==> src/rtl/addsub_pkg.sv <==
package addsub_pkg;

    typedef enum logic [1:0] {
        OP_ADD = 2'b00,
        OP_SUB = 2'b01,
        OP_INC = 2'b10,
        OP_DEC = 2'b11
    } arith_op_e;

endpackage

==> src/rtl/addsub_fa_cell.sv <==
module addsub_fa_cell (
    input  logic x_bit,
    input  logic y_bit,
    input  logic c_in,
    output logic s_bit,
    output logic c_out
);
    logic half_sum;

    always_comb begin
        half_sum = x_bit ^ y_bit;
        s_bit    = half_sum ^ c_in;
        c_out    = (x_bit & y_bit) | (c_in & half_sum);
    end
endmodule

==> src/rtl/addsub_operand_sel.sv <==
module addsub_operand_sel
    import addsub_pkg::*;
#(
    parameter int W = 8
) (
    input  arith_op_e        op,
    input  logic [W-1:0]     b_raw,
    output logic [W-1:0]     b_eff,
    output logic             carry_seed
);
    // one select per bit: pass, complement, force low, force high
    for (genvar i = 0; i < W; i++) begin : g_bit_sel
        always_comb begin
            unique case (op)
                OP_ADD: b_eff[i] = b_raw[i];
                OP_SUB: b_eff[i] = ~b_raw[i];
                OP_INC: b_eff[i] = 1'b0;
                OP_DEC: b_eff[i] = 1'b1;
            endcase
        end
    end

    always_comb begin
        unique case (op)
            OP_ADD:  carry_seed = 1'b0;
            OP_SUB:  carry_seed = 1'b1;
            OP_INC:  carry_seed = 1'b1;
            OP_DEC:  carry_seed = 1'b0;
        endcase
    end
endmodule

==> src/rtl/addsub_ripple.sv <==
module addsub_ripple #(
    parameter int W = 8
) (
    input  logic [W-1:0] x_vec,
    input  logic [W-1:0] y_vec,
    input  logic         c_seed,
    output logic [W-1:0] s_vec,
    output logic         c_into_msb,
    output logic         c_final
);
    localparam int MSB = W - 1;

    logic [W:0] chain;

    assign chain[0] = c_seed;

    for (genvar i = 0; i < W; i++) begin : g_stage
        addsub_fa_cell u_cell (
            .x_bit (x_vec[i]),
            .y_bit (y_vec[i]),
            .c_in  (chain[i]),
            .s_bit (s_vec[i]),
            .c_out (chain[i+1])
        );
    end

    assign c_into_msb = chain[MSB];
    assign c_final    = chain[W];
endmodule

==> src/rtl/addsub_flags.sv <==
module addsub_flags (
    input  logic c_into_msb,
    input  logic c_final,
    output logic carry_flag,
    output logic ovf_flag
);
    always_comb begin
        carry_flag = c_final;
        ovf_flag   = c_into_msb ^ c_final;
    end
endmodule

==> src/rtl/addsub_unit.sv <==
module addsub_unit
    import addsub_pkg::*;
#(
    parameter int WIDTH = 8
) (
    input  logic [1:0]       op_sel,
    input  logic [WIDTH-1:0] opnd_a,
    input  logic [WIDTH-1:0] opnd_b,
    output logic [WIDTH-1:0] result,
    output logic             carry_out,
    output logic             overflow
);
    arith_op_e        op_q;
    logic [WIDTH-1:0] b_cond;
    logic             seed;
    logic             c_msb_in;
    logic             c_top;

    assign op_q = arith_op_e'(op_sel);

    addsub_operand_sel #(.W(WIDTH)) u_opsel (
        .op         (op_q),
        .b_raw      (opnd_b),
        .b_eff      (b_cond),
        .carry_seed (seed)
    );

    addsub_ripple #(.W(WIDTH)) u_chain (
        .x_vec      (opnd_a),
        .y_vec      (b_cond),
        .c_seed     (seed),
        .s_vec      (result),
        .c_into_msb (c_msb_in),
        .c_final    (c_top)
    );

    addsub_flags u_flags (
        .c_into_msb (c_msb_in),
        .c_final    (c_top),
        .carry_flag (carry_out),
        .ovf_flag   (overflow)
    );
endmodule

==> config.mk <==
export PLATFORM = sky130hd
export DESIGN_NAME = addsub_unit
export DESIGN_NICKNAME = d
export VERILOG_FILES = /design/src/rtl/addsub_pkg.sv /design/src/rtl/addsub_fa_cell.sv /design/src/rtl/addsub_operand_sel.sv /design/src/rtl/addsub_ripple.sv /design/src/rtl/addsub_flags.sv /design/src/rtl/addsub_unit.sv
export SDC_FILE = /design/constraint.sdc
export NUM_CORES = 1
export LEC_CHECK = 0
export ABC_AREA = 1
export BUFFER_PORTS_ARGS = -buffer_cell sky130_fd_sc_hd__buf_2
export CORE_AREA = 5 5 42 44
export DETAILED_ROUTE_END_ITERATION = 7
export DIE_AREA = 0 0 47 49
export MAX_ROUTING_LAYER = met4
export PLACE_DENSITY = 0.68
export SYNTH_ARGS = -nofsm -noshare
export SYNTH_HDL_FRONTEND = slang
export SYNTH_SLANG_ARGS = --single-unit
==> constraint.sdc <==
create_clock -name vclk -period 5.2
set_input_delay 0 -clock vclk [all_inputs]
set_output_delay 0 -clock vclk [all_outputs]
set_load 0.01 [all_outputs]
==> run summary <==
outcome: completed
Largest stage delay, worst path: 420 ps
hpwl dp: 821 um
fill cell count: 165
CP Depth: 16
Cell Rows: 14
worst setup margin: 1037 ps
die span in x: 47 um
area leader, netlist: fa_1
Seq/Total Area, Yosys: 0%
Period Utilization, post-route: 80.05%
grt ovf: 0
main area contributors after synthesis: fa_1, inv_1, buf_4, or2_0, ha_1
initial antenna violation count: 0
worst setup path start: op_sel[0]
Critical Path End: result[7]
Design Area, Final: 569.3 um^2
RSZ-0062 raised after global routing: no
Min Clock Period, post-route: 4163 ps
Fmax: 0.2402 GHz
critical path required time: 5200 ps
largest net degree at the start of global routing: 9
synth-to-layout area growth: 21.33%
post-synthesis cell count: 66
placed cell count: 102
Die Ht: 49 um
WP data arrival: 4160 ps
post-route ant nets: 0
Initial Utilization: 33.48%
CTS Hold Bufs: 0
setup tns final: 0 ps
io pins: 28
Hold Path Class: input port to output port
vias per inst: 4.137
Mapped Area: 469.2 um^2
core area: 0.001401 mm^2
Final Power: 0.07968 mW
CLK BUF: 0
DR WL/cell: 8.333 um
Worst Setup End Kind: output port
Final Hold Slack: 377.2 ps
CP top delay family: adder cells
syn nets: 95
Crit Path Max Fanout: 8
die area: 0.002303 mm^2
Seq. cell area: 0 um^2
final cell utilization of the core: 40.63%
top cell type's share of synthesized area: 34.13%
Avg Cell Area, Syn: 7.109 um^2
post-route insts no fill: 102
final wirelength: 850 um
Syn. warnings: 0
final setup fails: 0
max-slew violations: 0
GPL Wtd Cong: 0.6104
Worst VDD drop: 0.06561 mV
pre-CTS setup slack: 1011 ps
via count: 422
FF+latch count: 0
Pre-antenna DRT Iters: 3
most frequent cell after synthesis: inv_1
CP Cell Sequence: buf_2 > inv_1 > ha_1 > inv_1 > or2_0 > nand2_1 > fa_1 > fa_1 > fa_1 > fa_1 > fa_1 > fa_1 > fa_1 > inv_1 > fa_1 > buf_2
post-synth cell types: 11
Starting DRT DRC Count: 6
Power Dens Cells: 140.0 mW/mm^2
Slew Limit Headroom: 84.64%
Placed Area: 569.3 um^2
Post-CTS Resized: 0
Residual DRC: 0
PortBufs: 28
slew of the pin with the lowest slew margin: 230.1 ps
Startpoint Class: input port
Total GRT Usage: 7.329%
first-pass GRT wire length: 1331 um
most instantiated cells after synthesis: inv_1, buf_4, fa_1, nand2_1
ant diodes: 0
Total Nets Final: 117
most frequent CP cell: fa_1
Leak: 0.3483 nW
final hold violation count: 0
Post CTS Setup Buffer Count: 0
layout cells sized above 1: 33.72%
CP max-delay cell: fa_1
CP Class: input port to output port
Crit path buffers/inverters: 5
number of max-cap violations: 0
vias in the first global route: 384
## how the worst min path moves through the flow
stage                   start   endpoint  slack (ps)  depth (start not counted)
global placement    opnd_a[7]  result[7]         370                          3
CTS                 opnd_a[7]  result[7]         380                          3
finish              opnd_a[7]  result[7]         380                          3
global route        opnd_a[7]  result[7]         410                          3
detailed placement  opnd_a[7]  result[7]         360                          3
floorplan           opnd_a[7]  carry_out         230                          1
## layer usage
metal | vias to the layer above | global-route usage (%) | routed length (um)
met4 | 0 | 0 | 0
met3 | 0 | 0 | 84
met5 | - | - | 0
li1 | 221 | - | -
met1 | 184 | 8.705 | 321
met2 | 17 | 14.03 | 444
## where the power goes
part           internal, mW  switching (mW)
clock                     0               0
sequential                0               0
combinational        0.0363          0.0434
## cell families (layout without fill, tap and decap cells)
logic type | after synthesis | count (layout) | share of synthesized area (%)
adders and majority gates | 11 | 11 | 42.13
xor gates and xnor gates | 1 | 1 | 1.867
buffers and inverters | 29 | 49 | 29.60
and+or+nand+nor | 17 | 17 | 17.87
AOI/OAI and AO/OA | 8 | 8 | 8.532
## layout by cell type (no fill, tap or decap), drive strengths merged
cell type and n:
nor2 2, fa 8, nand2 8, buf 28
xnor2 1, a21oi 1, o21ai 7, ha 3
inv 21, or2 7
## final cells by class
type                       instances  area [um^2]  area share [%]
timing repair buffer              28        140.1           24.62
multi-input combinational         37        330.3           58.02
tap                               16        20.02           3.516
inverter                          21        78.83           13.85
Note: power is estimated with default switching activity, not from simulation.
